--- src/rtl/qbx_pkg.sv ---
package qbx_pkg;
  localparam int BYTE_W = 8;

  typedef enum logic [2:0] {
    ST_IDLE, ST_ADDR, ST_AACK, ST_WDATA, ST_WACK, ST_RDATA, ST_RACK
  } bus_st_e;

  localparam logic [7:0] GC_ADDR_BYTE  = 8'h00;
  localparam logic [7:0] GC_RESET_CODE = 8'h06;

  // strap code: 00 low, 01 high, 10 tied to SCL, 11 tied to SDA
  function automatic logic [6:0] strap_addr(input logic [1:0] s2,
                                            input logic [1:0] s1,
                                            input logic [1:0] s0);
    return {s2[1], ~s1[1], s0[1], 1'b0, s2[0], s1[0], s0[0]};
  endfunction
endpackage

--- src/rtl/qbx_sync.sv ---
module qbx_sync #(
  parameter int   W       = 1,
  parameter int   STAGES  = 2,
  parameter logic RST_VAL = 1'b0
) (
  input  logic         clk,
  input  logic         rst_n,
  input  logic [W-1:0] d,
  output logic [W-1:0] q
);
  logic [W-1:0] stg [STAGES];

  always_ff @(posedge clk or negedge rst_n) begin
    if (!rst_n) stg[0] <= {W{RST_VAL}};
    else        stg[0] <= d;
  end

  for (genvar i = 1; i < STAGES; i++) begin : g_stage
    always_ff @(posedge clk or negedge rst_n) begin
      if (!rst_n) stg[i] <= {W{RST_VAL}};
      else        stg[i] <= stg[i-1];
    end
  end

  assign q = stg[STAGES-1];
endmodule

--- src/rtl/qbx_bus_target.sv ---
module qbx_bus_target
  import qbx_pkg::*;
(
  input  logic              clk,
  input  logic              rst_n,
  input  logic              clr,
  input  logic              scl_s,
  input  logic              sda_s,
  input  logic [6:0]        my_addr,
  input  logic [BYTE_W-1:0] cap_data,
  output logic              sda_pull,
  output logic              wr_pulse,
  output logic [BYTE_W-1:0] wr_data,
  output logic              rd_pulse,
  output logic              sw_rst
);
  logic scl_d, sda_d;
  logic rise, fall, start, stop;

  bus_st_e           st, st_n;
  logic [3:0]        cnt, cnt_n;
  logic [BYTE_W-1:0] sh, sh_n;
  logic              pull_n, gc, gc_n, rw, rw_n, pend, pend_n;
  logic              wr_n, rd_n, swr_n;

  assign rise  = scl_s & ~scl_d;
  assign fall  = ~scl_s & scl_d;
  assign start = scl_s & scl_d & sda_d & ~sda_s;
  assign stop  = scl_s & scl_d & ~sda_d & sda_s;

  always_comb begin
    st_n = st; cnt_n = cnt; sh_n = sh; pull_n = sda_pull;
    gc_n = gc; rw_n = rw; pend_n = pend;
    wr_n = 1'b0; rd_n = 1'b0; swr_n = 1'b0;
    if (stop) begin
      st_n = ST_IDLE; pull_n = 1'b0; swr_n = pend; pend_n = 1'b0;
    end else if (start) begin
      st_n = ST_ADDR; cnt_n = '0; pull_n = 1'b0; pend_n = 1'b0;
    end else begin
      unique case (st)
        ST_ADDR, ST_WDATA: begin
          if (rise) begin
            sh_n  = {sh[BYTE_W-2:0], sda_s};
            cnt_n = cnt + 4'd1;
          end else if (fall && cnt == 4'd8) begin
            if (st == ST_ADDR) begin
              if (sh == GC_ADDR_BYTE) begin
                pull_n = 1'b1; gc_n = 1'b1; rw_n = 1'b0; st_n = ST_AACK;
              end else if (sh[7:1] == my_addr) begin
                pull_n = 1'b1; gc_n = 1'b0; rw_n = sh[0]; st_n = ST_AACK;
                rd_n = sh[0];
              end else begin
                st_n = ST_IDLE;
              end
            end else if (gc) begin
              if (sh == GC_RESET_CODE) begin
                pull_n = 1'b1; pend_n = 1'b1; st_n = ST_WACK;
              end else begin
                st_n = ST_IDLE;
              end
            end else begin
              pull_n = 1'b1; wr_n = 1'b1; st_n = ST_WACK;
            end
          end
        end
        ST_AACK, ST_RACK: begin
          if (fall) begin
            if (st == ST_AACK && !rw) begin
              st_n = ST_WDATA; pull_n = 1'b0; cnt_n = '0;
            end else begin
              st_n = ST_RDATA; pull_n = ~cap_data[BYTE_W-1];
              sh_n = {cap_data[BYTE_W-2:0], 1'b0}; cnt_n = 4'd1;
            end
          end else if (rise && st == ST_RACK) begin
            if (sda_s) st_n = ST_IDLE;
            else       rd_n = 1'b1;
          end
        end
        ST_WACK: begin
          if (fall) begin
            pull_n = 1'b0; cnt_n = '0;
            st_n = gc ? ST_IDLE : ST_WDATA;
          end
        end
        ST_RDATA: begin
          if (fall) begin
            if (cnt == 4'd8) begin
              pull_n = 1'b0; st_n = ST_RACK;
            end else begin
              pull_n = ~sh[BYTE_W-1];
              sh_n = {sh[BYTE_W-2:0], 1'b0};
              cnt_n = cnt + 4'd1;
            end
          end
        end
        default: ;
      endcase
    end
  end

  always_ff @(posedge clk or negedge rst_n) begin
    if (!rst_n) begin
      scl_d <= 1'b1; sda_d <= 1'b1;
      st <= ST_IDLE; cnt <= '0; sh <= '0; sda_pull <= 1'b0;
      gc <= 1'b0; rw <= 1'b0; pend <= 1'b0;
      wr_pulse <= 1'b0; rd_pulse <= 1'b0; sw_rst <= 1'b0;
    end else if (clr) begin
      scl_d <= scl_s; sda_d <= sda_s;
      st <= ST_IDLE; cnt <= '0; sh <= '0; sda_pull <= 1'b0;
      gc <= 1'b0; rw <= 1'b0; pend <= 1'b0;
      wr_pulse <= 1'b0; rd_pulse <= 1'b0; sw_rst <= 1'b0;
    end else begin
      scl_d <= scl_s; sda_d <= sda_s;
      st <= st_n; cnt <= cnt_n; sh <= sh_n; sda_pull <= pull_n;
      gc <= gc_n; rw <= rw_n; pend <= pend_n;
      wr_pulse <= wr_n; rd_pulse <= rd_n; sw_rst <= swr_n;
    end
  end

  assign wr_data = sh;
endmodule

--- src/rtl/qbx_port.sv ---
module qbx_port #(
  parameter int W            = 8,
  parameter int BOOST_CYCLES = 4
) (
  input  logic         clk,
  input  logic         rst_n,
  input  logic         clr,
  input  logic         wr_pulse,
  input  logic [W-1:0] wr_data,
  input  logic         rd_pulse,
  input  logic [W-1:0] pin_s,
  output logic [W-1:0] cap_o,
  output logic [W-1:0] pin_low_o,
  output logic [W-1:0] pin_boost_o
);
  localparam int CW = $clog2(BOOST_CYCLES + 1);

  logic [W-1:0]  latch, latch_n, cap_n, bmask, bmask_n;
  logic [CW-1:0] bcnt, bcnt_n;
  logic          bon;

  always_comb begin
    latch_n = latch; cap_n = cap_o; bmask_n = bmask; bcnt_n = bcnt;
    if (clr) begin
      latch_n = '1; bmask_n = '0; bcnt_n = '0;
    end else begin
      if (bcnt != '0) bcnt_n = bcnt - 1'b1;
      if (wr_pulse) begin
        latch_n = wr_data;
        bmask_n = wr_data & ~latch;
        bcnt_n  = (|(wr_data & ~latch)) ? CW'(BOOST_CYCLES) : '0;
      end
      if (rd_pulse) cap_n = pin_s;
    end
  end

  always_ff @(posedge clk or negedge rst_n) begin
    if (!rst_n) begin
      latch <= '1; cap_o <= '0; bmask <= '0; bcnt <= '0;
    end else begin
      latch <= latch_n; cap_o <= cap_n; bmask <= bmask_n; bcnt <= bcnt_n;
    end
  end

  assign bon = (bcnt != '0);

  for (genvar i = 0; i < W; i++) begin : g_pin
    assign pin_low_o[i]   = ~latch[i];
    assign pin_boost_o[i] = bmask[i] & bon;
  end
endmodule

--- src/rtl/qbx_expander.sv ---
module qbx_expander
  import qbx_pkg::*;
#(
  parameter int SYNC_STAGES  = 2,
  parameter int BOOST_CYCLES = 4
) (
  input  logic       clk,
  input  logic       rst_n,
  input  logic       hw_rst_n,
  input  logic       scl_i,
  input  logic       sda_i,
  output logic       sda_pull_o,
  input  logic [1:0] strap2_i,
  input  logic [1:0] strap1_i,
  input  logic [1:0] strap0_i,
  input  logic [7:0] pin_i,
  output logic [7:0] pin_low_o,
  output logic [7:0] pin_boost_o
);
  logic              rst_q, hw_q, clr;
  logic              scl_s, sda_s;
  logic [BYTE_W-1:0] pin_s, cap, wr_data;
  logic              wr_pulse, rd_pulse, sw_rst;
  logic [6:0]        my_addr;

  qbx_sync #(.W(1), .STAGES(2), .RST_VAL(1'b0)) u_rst_sync (
    .clk(clk), .rst_n(rst_n), .d(1'b1), .q(rst_q));

  qbx_sync #(.W(1), .STAGES(SYNC_STAGES), .RST_VAL(1'b0)) u_hw_sync (
    .clk(clk), .rst_n(rst_q), .d(hw_rst_n), .q(hw_q));

  qbx_sync #(.W(2), .STAGES(SYNC_STAGES), .RST_VAL(1'b1)) u_bus_sync (
    .clk(clk), .rst_n(rst_q), .d({scl_i, sda_i}), .q({scl_s, sda_s}));

  qbx_sync #(.W(BYTE_W), .STAGES(SYNC_STAGES), .RST_VAL(1'b1)) u_pin_sync (
    .clk(clk), .rst_n(rst_q), .d(pin_i), .q(pin_s));

  assign my_addr = strap_addr(strap2_i, strap1_i, strap0_i);
  assign clr     = ~hw_q | sw_rst;

  qbx_bus_target u_bus (
    .clk(clk), .rst_n(rst_q), .clr(~hw_q), .scl_s(scl_s), .sda_s(sda_s),
    .my_addr(my_addr), .cap_data(cap), .sda_pull(sda_pull_o),
    .wr_pulse(wr_pulse), .wr_data(wr_data), .rd_pulse(rd_pulse),
    .sw_rst(sw_rst));

  qbx_port #(.W(BYTE_W), .BOOST_CYCLES(BOOST_CYCLES)) u_port (
    .clk(clk), .rst_n(rst_q), .clr(clr), .wr_pulse(wr_pulse),
    .wr_data(wr_data), .rd_pulse(rd_pulse), .pin_s(pin_s), .cap_o(cap),
    .pin_low_o(pin_low_o), .pin_boost_o(pin_boost_o));
endmodule

--- config.mk ---
export PLATFORM = sky130hd
export DESIGN_NAME = qbx_expander
export DESIGN_NICKNAME = d
export VERILOG_FILES = /design/src/rtl/qbx_pkg.sv /design/src/rtl/qbx_sync.sv /design/src/rtl/qbx_bus_target.sv /design/src/rtl/qbx_port.sv /design/src/rtl/qbx_expander.sv
export SDC_FILE = /design/constraint.sdc
export NUM_CORES = 1
export LEC_CHECK = 0
export BUFFER_PORTS_ARGS = -buffer_cell sky130_fd_sc_hd__buf_4
export CAP_MARGIN = 20
export CORE_UTILIZATION = 63
export DETAILED_ROUTE_END_ITERATION = 6
export GPL_ROUTABILITY_DRIVEN = 0
export PLACE_DENSITY = 0.94
export SYNTH_ARGS = -nofsm -noshare
export SYNTH_HDL_FRONTEND = slang
export SYNTH_HIERARCHICAL = 1
export SYNTH_SLANG_ARGS = --single-unit
--- constraint.sdc ---
create_clock -name clk -period 3.7 [get_ports clk]
set_input_delay 0.37 -clock clk [delete_from_list [all_inputs] [get_ports clk]]
set_output_delay 0.37 -clock clk [all_outputs]
set_load 0.05 [all_outputs]
After elaboration in Yosys (flattened, before gate mapping)
Cells that the tools add are included.
{ "op_classes": {"add_sub_neg": 2, "eq_ne": 45, "n_mux": 110, "bitwise": 35, "reduce_logical": 18} }
{ "ops": {"columns": ["op", "count"], "rows": [
  ["2-to-1 mux 8 bit", 12],
  ["2-to-1 mux 1 bit", 63],
  ["2-to-1 mux 3 bit", 20],
  ["2-to-1 mux 4 bit", 8],
  ["!= test 5 x 2 -> 1 bit, second input constant", 5],
  ["case mux 8 bit (3 select lines)", 1],
  ["AND reduction 8 bit", 3],
  ["!= test 4 x 1 -> 1 bit, second input constant", 5],
  ["!= test 4 x 2 -> 1 bit, second input constant", 5],
  ["NOT 1 bit", 17],
  ["case mux 4 bit (4 select lines)", 1],
  ["bitwise AND 1 bit", 15],
  ["!= test 7 x 5 -> 1 bit, second input constant", 2],
  ["AND reduction 7 bit", 2],
  ["case mux 3 bit (4 select lines)", 1],
  ["== test 3 bit, second input constant", 3],
  ["!= test 3 x 2 -> 1 bit, second input constant", 3],
  ["bitwise AND 8 bit", 1],
  ["== test 8 x 3 -> 1 bit, second input constant", 1],
  ["logical NOT 8 bit", 1],
  ["NOT 8 bit", 1],
  ["OR reduction 8 bit", 1],
  ["== test 7 bit", 1],
  ["!= test 7 x 1 -> 1 bit, second input constant", 1],
  ["other kinds (26)", 37]
]} }
{ "word_totals": {"ff_bits": 75, "input_bits": 19, "wordCells": 234} }

Logic depth before layout (Yosys ltp)
Gate-level depths: netlist of run 1.
{ "depth": {"word_depth": 11, "ltp_mapped": 8, "mapped_depth_nobuf": 7} }

By module
The synthesis of run 1 kept the hierarchy.
{ "by_module_without_submodules": {"columns": ["module", "instances", "cells_per_inst", "area_per_inst_um2"], "rows": [
  ["qbx_bus_target", 1, 201, 1720.4],
  ["qbx_port", 1, 114, 1292.5],
  ["qbx_sync at u_pin_sync", 1, 24, 480.5],
  ["qbx_sync at u_bus_sync", 1, 6, 120.1],
  ["qbx_sync at u_hw_sync ...", 2, 2, 50.0],
  ["qbx_expander", 1, 5, 21.3]
]} }

Least setup slack after synthesis of run 1
OpenSTA, ideal clock, no wires.
{ "synth_path": {"path_type": "reg-to-reg", "from": "reg u_bus_sync.stg, in the netlist u_bus_sync/q[1]", "to": "reg u_bus.sh[7], in the netlist u_bus/wr_data[7]", "t_arrival_ns": 1.886, "required_ns": 3.601, "path_slack_ns": 1.715, "stages_incl_launch_ff": 9, "path_buffers": 3, "path_cell_list": "dfstp_2 buf_4 clkbuf_1 nor2b_1 a32oi_1 a32oi_2 buf_2 nor2_1 a311oi_1"} }
{ "synth_via": {"elab_chain_len": 5} }
{ "synth_rtl": {"columns": ["element", "line", "rtl"], "rows": [
  ["start: declaration", "qbx_sync.sv:11", "logic [W-1:0] stg [STAGES];"],
  ["start signal: indexed assignment", "qbx_sync.sv:20", "if (!rst_n) stg[i] <= {W{RST_VAL}};"],
  ["start signal: indexed assignment", "qbx_sync.sv:21", "else stg[i] <= stg[i-1];"],
  ["bitwise AND 1 bit", "qbx_bus_target.sv:28, qbx_bus_target.sv:29", null],
  ["bitwise AND 1 bit (on tied branches) (2 in series)", "qbx_bus_target.sv:28, qbx_bus_target.sv:29", null],
  ["!= test 2 bit (no line)", null, null],
  ["AND reduction 8 bit (no line) *", null, null],
  ["end signal: assignment", "qbx_bus_target.sv:114", "st <= st_n; cnt <= cnt_n; sh <= sh_n; sda_pull <= pull_n;"],
  ["end: declaration", "qbx_bus_target.sv:22", "logic [BYTE_W-1:0] sh, sh_n;"]
]} }
Mark *: on every way between the ends. The rest lies on a longest branch, timed or not.
A chain may end at the register's enable or synchronous reset.

Worst setup path in the final report of run 1
{ "layout_path": {"from": "reg u_bus.st[0]", "to": "reg u_bus.sh[6], in the netlist u_bus/wr_data[6]"} }
{ "layout_via": {"elab_chain_len": 6} }
{ "layout_rtl": {"columns": ["element", "line", "rtl"], "rows": [
  ["start: declaration", "qbx_bus_target.sv:20", "bus_st_e st, st_n;"],
  ["start signal: assignment", "qbx_bus_target.sv:114", null],
  ["== test 3 bit, or another cell as far along", "qbx_bus_target.sv:40", "unique case (st)"],
  ["OR reduction 2 bit", "qbx_bus_target.sv:40", null],
  ["case mux 8 bit (3 select lines)", "qbx_bus_target.sv:40", null],
  ["2-to-1 mux 8 bit", "qbx_bus_target.sv:37", "end else if (start) begin"],
  ["2-to-1 mux 8 bit", "qbx_bus_target.sv:35", "if (stop) begin"],
  ["2-to-1 mux 8 bit", "qbx_bus_target.sv:107", "end else if (clr) begin"]
]} }
Parallel ways exist; a longest one is shown, timed or not. The select of a mux whose other input is x is not followed.

==> results of run 1 <==
## cell type report
class / instances / share of cell area [%]
flip-flops and latches: 75 / 46.6
inverters: 23 / 2.10
clock inverters: 6 / 1.58
clock buffers: 10 / 3.11
well taps: 72 / 2.19
multi-input cells: 226 / 37.4
repair buffers: 38 / 7.00
## timing repair
action / in CTS / in global routing
hold buffers: 1 / 0
gates resized for setup: 0 / 0
endpoints found under the hold margin: 2 / 0
## layout by cell type, fill, tap and decap left out, types with 3 or more instances in the layout
| cell | count |
|---|---|
| nor2b_1 | 13 |
| dfstp_2 | 30 |
| mux2_1 | 9 |
| dfrtp_1 | 44 |
| a21oi_1 | 9 |
| or3_1 | 4 |
| a311oi_1 | 6 |
| ha_1 | 4 |
| o41ai_1 | 3 |
| nand3b_1 | 4 |
| o21ai_0 | 5 |
| nand2b_1 | 7 |
| clkbuf_8 | 9 |
| a31oi_1 | 3 |
| nor3_1 | 5 |
| o211ai_1 | 12 |
| nor4_1 | 4 |
| nand2_1 | 33 |
| xor2_1 | 7 |
| inv_1 | 22 |
| buf_4 | 37 |
| o21ai_1 | 4 |
| nand3_1 | 4 |
| nor2_1 | 29 |
| and2_1 | 10 |
| mux2i_1 | 9 |
## worst max-delay path by stage
stage | start | end | slack (ns) | cells after the start
finish | u_bus/st[0]$_DFFE_PN0P_ | u_bus/wr_data[6]$_DFFE_PN0P_ | 1.25 | 5
global route | u_bus/st[0]$_DFFE_PN0P_ | u_bus/wr_data[3]$_DFFE_PN0P_ | 1.13 | 5
CTS | u_bus/st[0]$_DFFE_PN0P_ | u_bus/wr_data[5]$_DFFE_PN0P_ | 1.34 | 5
detailed placement | u_bus/st[0]$_DFFE_PN0P_ | u_bus/wr_data[5]$_DFFE_PN0P_ | 1.35 | 5
global placement | u_bus/st[0]$_DFFE_PN0P_ | u_bus/wr_data[4]$_DFFE_PN0P_ | 1.58 | 5
floorplan | u_rst_sync/q$_DFF_PN0_ | u_bus/cnt[0]$_DFFE_PN0P_ | 1.51 | 0
## cell families (layout without fill, tap and decap cells)
family / Yosys count / after routing / synth area share, %
multiplexers: 18 / 18 / 5.13
AO/OA/AOI/OAI: 69 / 69 / 14.9
flip-flops: 75 / 75 / 51.3
other: 2 / 2 / 0.201
AND/OR/NAND/NOR: 124 / 124 / 17.2
adder cells (fa/ha/maj): 4 / 4 / 1.34
buffers and inverters: 53 / 77 / 7.60
XOR/XNOR: 9 / 9 / 2.31
## metrics by stage
step	power [mW]	setup WS, ns	hold WS [ns]	instance area, sq um
6_report	2.44	1.25	0.130	4110
5_1_grt	2.57	1.13	0.110	4110
4_1_cts	2.43	1.34	0.116	4110
3_5_place_dp	1.80	1.35	0.156	3910
3_3_place_gp	1.76	1.58	0.153	3910
2_1_floorplan	1.68	1.51	0.0744	3730
## power by group through the flow
stage	Sequential (mW)	Combinational (mW)	Clock, mW
floorplan	1.01	0.668	0
global placement	1.08	0.679	0
detailed placement	1.09	0.711	0
CTS	1.08	0.726	0.628
global route	1.10	0.802	0.663
finish	1.09	0.735	0.614
## worst max-delay path: stages (launching register included)
cell and delay [ns]:
dfrtp_1 0.67, nand2b_1 0.44, o2111ai_1 0.23, a32oi_2 0.62, nor2_1 0.11, a311oi_1 0.29
## synth_stat cells (all sizes together), types with 3 or more instances
master and count:
a31oi 3, nand3 4, a32oi 3, mux2 9
mux2i 9, dfstp 30, or3 4, ha 4
clkbuf 5, buf 25, nor3 6, nand3b 4
a311oi 6, nor2b 13, inv 22, a211oi 3
a21oi 9, o21ai 10, nand2b 9, a21boi 3
nand2 34, xor2 7, nor4 4, and2 10
dfrtp 45, o41ai 4, nor2 29, o211ai 12
## registers in the layout, summed over array words and instances (netlist names), 2 cells and up
signal          cells
u_bus/cnt           4
u_bus/st            3
u_bus/wr_data       8
u_bus_sync/q        2
u_bus_sync/stg      2
u_pin_sync/q        8
u_pin_sync/stg      8
u_port/bcnt         3
u_port/bmask        8
u_port/cap_o        8
u_port/latch        8
## metal layers
metal / wire length, microns / global-route usage [%] / vias up / part of all wire [%]
met5: 0 / 0 / - / 0
met4: 213 / 13.8 / 0 / 2.9
met3: 437 / 5.06 / 26 / 6.0
met2: 3630 / 40.5 / 128 / 50
met1: 3030 / 31.4 / 1314 / 41
li1: - / - / 1251 / -
==> impl_metrics.yaml, run 1 <==
logic_synthesis:
  synth_top_cell_area_share_pct: 30.2
  syn_avg_cell_area_sq_um: 10.6
  synthCells: 354
  syn_nets: 377
  ys_seq_area_share_pct: 51.3
  ys_types: 63
  ys_seq_elements: 75
  netlist.top_cell.by_area: "dfrtp_1"
  yosysWarnings: 6
  synthTopCellsByArea: "dfrtp_1 (30%), dfstp_2 (21%), nand2_1 (3.3%)"
  synth_edf_count: 0
  syn_area_sq_mm: 0.00373
  synth-async-reset-ratio_pct: 100
  dominantRegCellSynth: "dfrtp_1"
grt:
  first_global_vias: 2520
  grt_max_degree: 45
  grt_antenna_before_repair: 0
  grt_pass1_wl_microns: 11700
  grt_overflow: 0
  track_usage_pct: 25.0
layout:
  fillCellCount: 382
  seqCellArea_sq_mm: 0.00192
  diodes: 0
  multi_input_area_sq_mm: 0.00154
  syn_to_final_growth_pct: 10.0
  drive_gt1_share_pct: 25.1
  fin_cells: 450
  final_util_pct: 73.3
  nNetsFinal: 396
timing:
  drv_slew: 0
  final.setup.tns_ns: 0
  max_freq_mhz: 408
  min_period_ns: 2.45
  tightest_slew_ns: 1.08
  hold_viol: 0
  setup_viol: 0
  slew_headroom_pct: 28.2
  rsz0062_at_grt: "false"
  period_share_pct: 66.3
  fin_skew_ns: 0.0181
clock_tree:
  clk_pin_slew_ns: 0.08
  clock_latency_ns: 0.35
  clock_sinks: 75
  cts-root-buf: "clkbuf_8"
  cts.path.max_buffers: 2
  post-cts-setup-buffers: 0
  cts_buffers: 9
  htreeDepth: 3
  cts_tree: "built"
floorplanning:
  fp.dieArea_sq_mm: 0.00624
  ios: 36
  placementRows: 27
  die_width_microns: 79.0
  die_height_microns: 79.0
  start_util_pct: 66.6
  core_sq_mm: 0.00561
power:
  p_per_area_mw_per_mm2: 593
  p_sw_mw: 0.901
  p_comb_share_pct: 30.2
  p_clk_share_pct: 25.2
  peakVddDrop_v: 0.000471
  p_sw_share_pct: 37.0
  leakagePower_nw: 1.81
  internal_power_mw: 1.54
  seq_power_share_pct: 44.7
worst_hold_path:
  hold_depth: 1
  hp-class: "in -> reg"
  holdPathEnd: "u_pin_sync/stg[9]$_DFF_PN1_"
  hp-start: "pin_i[1]"
setup_path:
  arrival_ns: 2.70
  r2r_slack_ns: 1.25
  r2r_start: "u_bus/st[0]$_DFFE_PN0P_"
  crit_type: "reg -> reg"
  end_kind: "flip-flop"
  critPathRequiredTime_ns: 3.94
  rr_endpoint: "u_bus/wr_data[6]$_DFFE_PN0P_"
  critPathMaxFanout: 18
  rr_worst_depth: 5
  startpoint_type: "flip-flop"
run:
  max-cap-violations: 0
route:
  route.detailed.drc: 0
  vias: 2719
  vias_per_cell: 6.04
  wl_per_cell_microns: 16.2
  drt_iter0_drc: 174
  first_pass_iters: 4
  ant_nets: 0
  drt_wl_total_microns: 7310
placement:
  port_buffers: 35
  dp_hpwl_microns: 4820
  placed_cells: 433
status:
  run_status: "complete, no violations"
Note: power is estimated with default switching activity, not from simulation.
==> run 2: changes to the inputs <==
--- a/config.mk
+++ b/config.mk
@@ -5,12 +5,13 @@
 export SDC_FILE = /design/constraint.sdc
 export NUM_CORES = 1
 export LEC_CHECK = 0
+export ABC_AREA = 1
 export BUFFER_PORTS_ARGS = -buffer_cell sky130_fd_sc_hd__buf_4
 export CAP_MARGIN = 20
-export CORE_UTILIZATION = 63
+export CORE_UTILIZATION = 59
 export DETAILED_ROUTE_END_ITERATION = 6
 export GPL_ROUTABILITY_DRIVEN = 0
-export PLACE_DENSITY = 0.94
+export PLACE_DENSITY = 0.9
 export SYNTH_ARGS = -nofsm -noshare
 export SYNTH_HDL_FRONTEND = slang
 export SYNTH_HIERARCHICAL = 1
==> constraint.sdc (replaced) <==
create_clock -name clk -period 2.6 [get_ports clk]
set_input_delay 0.26 -clock clk [delete_from_list [all_inputs] [get_ports clk]]
set_output_delay 0.26 -clock clk [all_outputs]
set_load 0.05 [all_outputs]
==> impl_metrics.yaml, run 2 <==
logic_synthesis:
  syn_avg_cell_area_sq_um: 8.42
  syn_area_sq_mm: 0.00371
  yosys-top-cells-count: "nand2_1 (100), inv_1 (60), nor2_1 (51), dfrtp_1 (45)"
  ys_seq_area_share_pct: 51.5
  netlist.top_cell.by_area: "dfrtp_1"
  synth-async-reset-ratio_pct: 100
  ys_types: 35
  synth_edf_count: 0
  ys_seq_elements: 75
  synthTopCellsByArea: "dfrtp_1 (30%), dfstp_2 (21%), nand2_1 (10%)"
  synthCells: 441
  synth_top_cell_area_share_pct: 30.3
  yosysWarnings: 6
  dominantRegCellSynth: "dfrtp_1"
  synth_most_common_cell: "nand2_1"
power:
  peakVddDrop_v: 0.000528
  total_power_mw: 3.39
  p_per_area_mw_per_mm2: 810
  leakagePower_nw: 2.10
setup_path:
  rr_endpoint: "u_bus/wr_data[0]$_DFFE_PN0P_"
  startpoint_type: "flip-flop"
  critPathRequiredTime_ns: 2.83
  critPathMaxFanout: 17
  cp-startpoint: "u_hw_sync/q$_DFF_PN0_"
  r2r_start: "u_hw_sync/q$_DFF_PN0_"
  cp-endpoint: "u_bus/wr_data[0]$_DFFE_PN0P_"
  r2r_slack_ns: 0.64
  worstPathCellList: "inv_1, inv_1, nand2_1, inv_1, nand2_1, nand4_4, nor2_1, a21oi_2"
  crit_buf_inv: 3
  crit_top_cell: "inv_1"
  cp_slowest_stage_delay_ns: 0.38
  end_kind: "flip-flop"
  crit_type: "reg -> reg"
  critPathSlowestCell: "dfrtp_1"
  cp_top_family: "simple AND/OR/NAND/NOR gates"
  cp_num_cells: 8
  arrival_ns: 2.19
  rr_worst_depth: 8
floorplanning:
  die_width_microns: 81.4
  start_util_pct: 62.0
  placementRows: 28
  fp.dieArea_sq_mm: 0.00662
  core_sq_mm: 0.00599
  ios: 36
  die_height_microns: 81.4
timing:
  slew_headroom_pct: 47.7
  period_share_pct: 75.4
  setup_viol: 0
  fin_skew_ns: 0.00700
  drv_slew: 0
  worst_slack_ns: 0.639
  final.setup.tns_ns: 0
  hold_ws_ns: 0.0146
  hold_viol: 0
  tightest_slew_ns: 0.785
  max_freq_mhz: 510
  min_period_ns: 1.96
  rsz0062_at_grt: "false"
grt:
  grt_overflow: 0
  grt_pass1_wl_microns: 13000
  track_usage_pct: 26.4
  grt_antenna_before_repair: 0
  grt_max_degree: 39
  first_global_vias: 3078
clock_tree:
  clk_pin_slew_ns: 0.08
  cts_buffers: 9
  cts_tree: "built"
  cts.path.max_buffers: 2
  clock_latency_ns: 0.35
  cts-root-buf: "clkbuf_8"
  clock_sinks: 75
  htreeDepth: 3
  post-cts-setup-buffers: 0
route:
  wl_per_cell_microns: 13.4
  first_pass_iters: 5
  vias: 3033
  ant_nets: 0
  drt_iter0_drc: 247
  vias_per_cell: 5.46
  drt_wl_total_microns: 7440
  route.detailed.drc: 0
layout:
  final_cell_mix: "nand2_1 (100), inv_1 (60), nor2_1 (51)"
  fin_cells: 556
  drive_gt1_share_pct: 24.3
  fillCellCount: 440
  syn_to_final_growth_pct: 12.7
  final_common_cell: "nand2_1"
  nNetsFinal: 499
  diodes: 0
run:
  max-cap-violations: 0
status:
  run_status: "complete, no violations"
worst_hold_path:
  hold_depth: 1
  hp-class: "in -> reg"
placement:
  dp_worst_setup_slack_ns: 0.706
  port_buffers: 35
  placed_cells: 536
  dp_hpwl_microns: 5500
-- run 2: cell count changes after synthesis, sizes merged, moves of 12 or more --
cell	previous run	this run
nand2	34	103
o21ai	10	42
nor2	29	56
o211ai	12	0
nand3	4	18
a21oi	9	21
inv	22	65
nor2b	13	0
-- run 2: through the flow --
stage                     area [sq um]  utilization, %
after floorplan                   3720               -
after global placement            3970            66.3
after detailed placement          3970            66.3
after CTS                         4180            69.7
after global routing              4190            69.9
final                             4190            69.9
-- run 2: where the power goes --
group	switching [mW]	internal [mW]
logic	0.735	0.374
clock network	0.436	0.356
registers	0.170	1.32
-- run 2: repair_timing --
action                    CTS  global route
hold buffers                3             1
resized for setup           0             0
hold endpoints to repair    4             1
-- run 2: logic make-up (layout without fill, tap and decap cells) --
| logic type | count (synthesis) | in the layout | share of synthesized area [%] |
|---|---|---|---|
| simple gates | 192 | 192 | 22.2 |
| buf+inv | 82 | 121 | 9.94 |
| compound gates | 75 | 75 | 11.6 |
| flops | 75 | 75 | 51.5 |
| mux | 8 | 8 | 2.43 |
| fa+ha+maj | 4 | 4 | 1.35 |
| xor+xnor | 3 | 3 | 0.707 |
| other cells | 2 | 3 | 0.202 |
-- run 2: area by class of cell --
type | instances | area (sq um) | share of cell area (%)
sequential | 75 | 1920 | 45.7
multi-input combinational | 285 | 1440 | 34.3
timing repair buffer | 40 | 323 | 7.71
inverter | 65 | 244 | 5.83
clock buffer | 10 | 128 | 3.05
tap | 75 | 93.8 | 2.24
clock inverter | 6 | 48.8 | 1.17
-- run 2: worst register-to-register path, delay by kind of cell (launching register included) --
kind,cells,cell delay [ns]
buf+inv,3,0.68
simple gates,4,0.74
compound gates,1,0.04
flops,1,0.38
-- run 2: worst min-delay path by stage --
stage,startpoint,to
after floorplan,rst_n,u_rst_sync/q$_DFF_PN0_
after detailed placement,rst_n,u_rst_sync/stg[1]$_DFF_PN0_
final,pin_i[4],u_pin_sync/stg[12]$_DFF_PN1_
after global placement,rst_n,u_rst_sync/stg[1]$_DFF_PN0_
after global routing,pin_i[7],u_pin_sync/stg[15]$_DFF_PN1_
after CTS,pin_i[2],u_pin_sync/stg[10]$_DFF_PN1_
-- run 2: metal layers --
layer / wire length [microns] / track usage (%) / vias to the layer above / part of all wire, %
met5: 0 / 0 / - / 0
met4: 193 / 14.6 / 0 / 2.6
met3: 558 / 5.73 / 20 / 7.5
met2: 3620 / 44.7 / 138 / 49
met1: 3070 / 30.9 / 1415 / 41
li1: - / - / 1460 / -
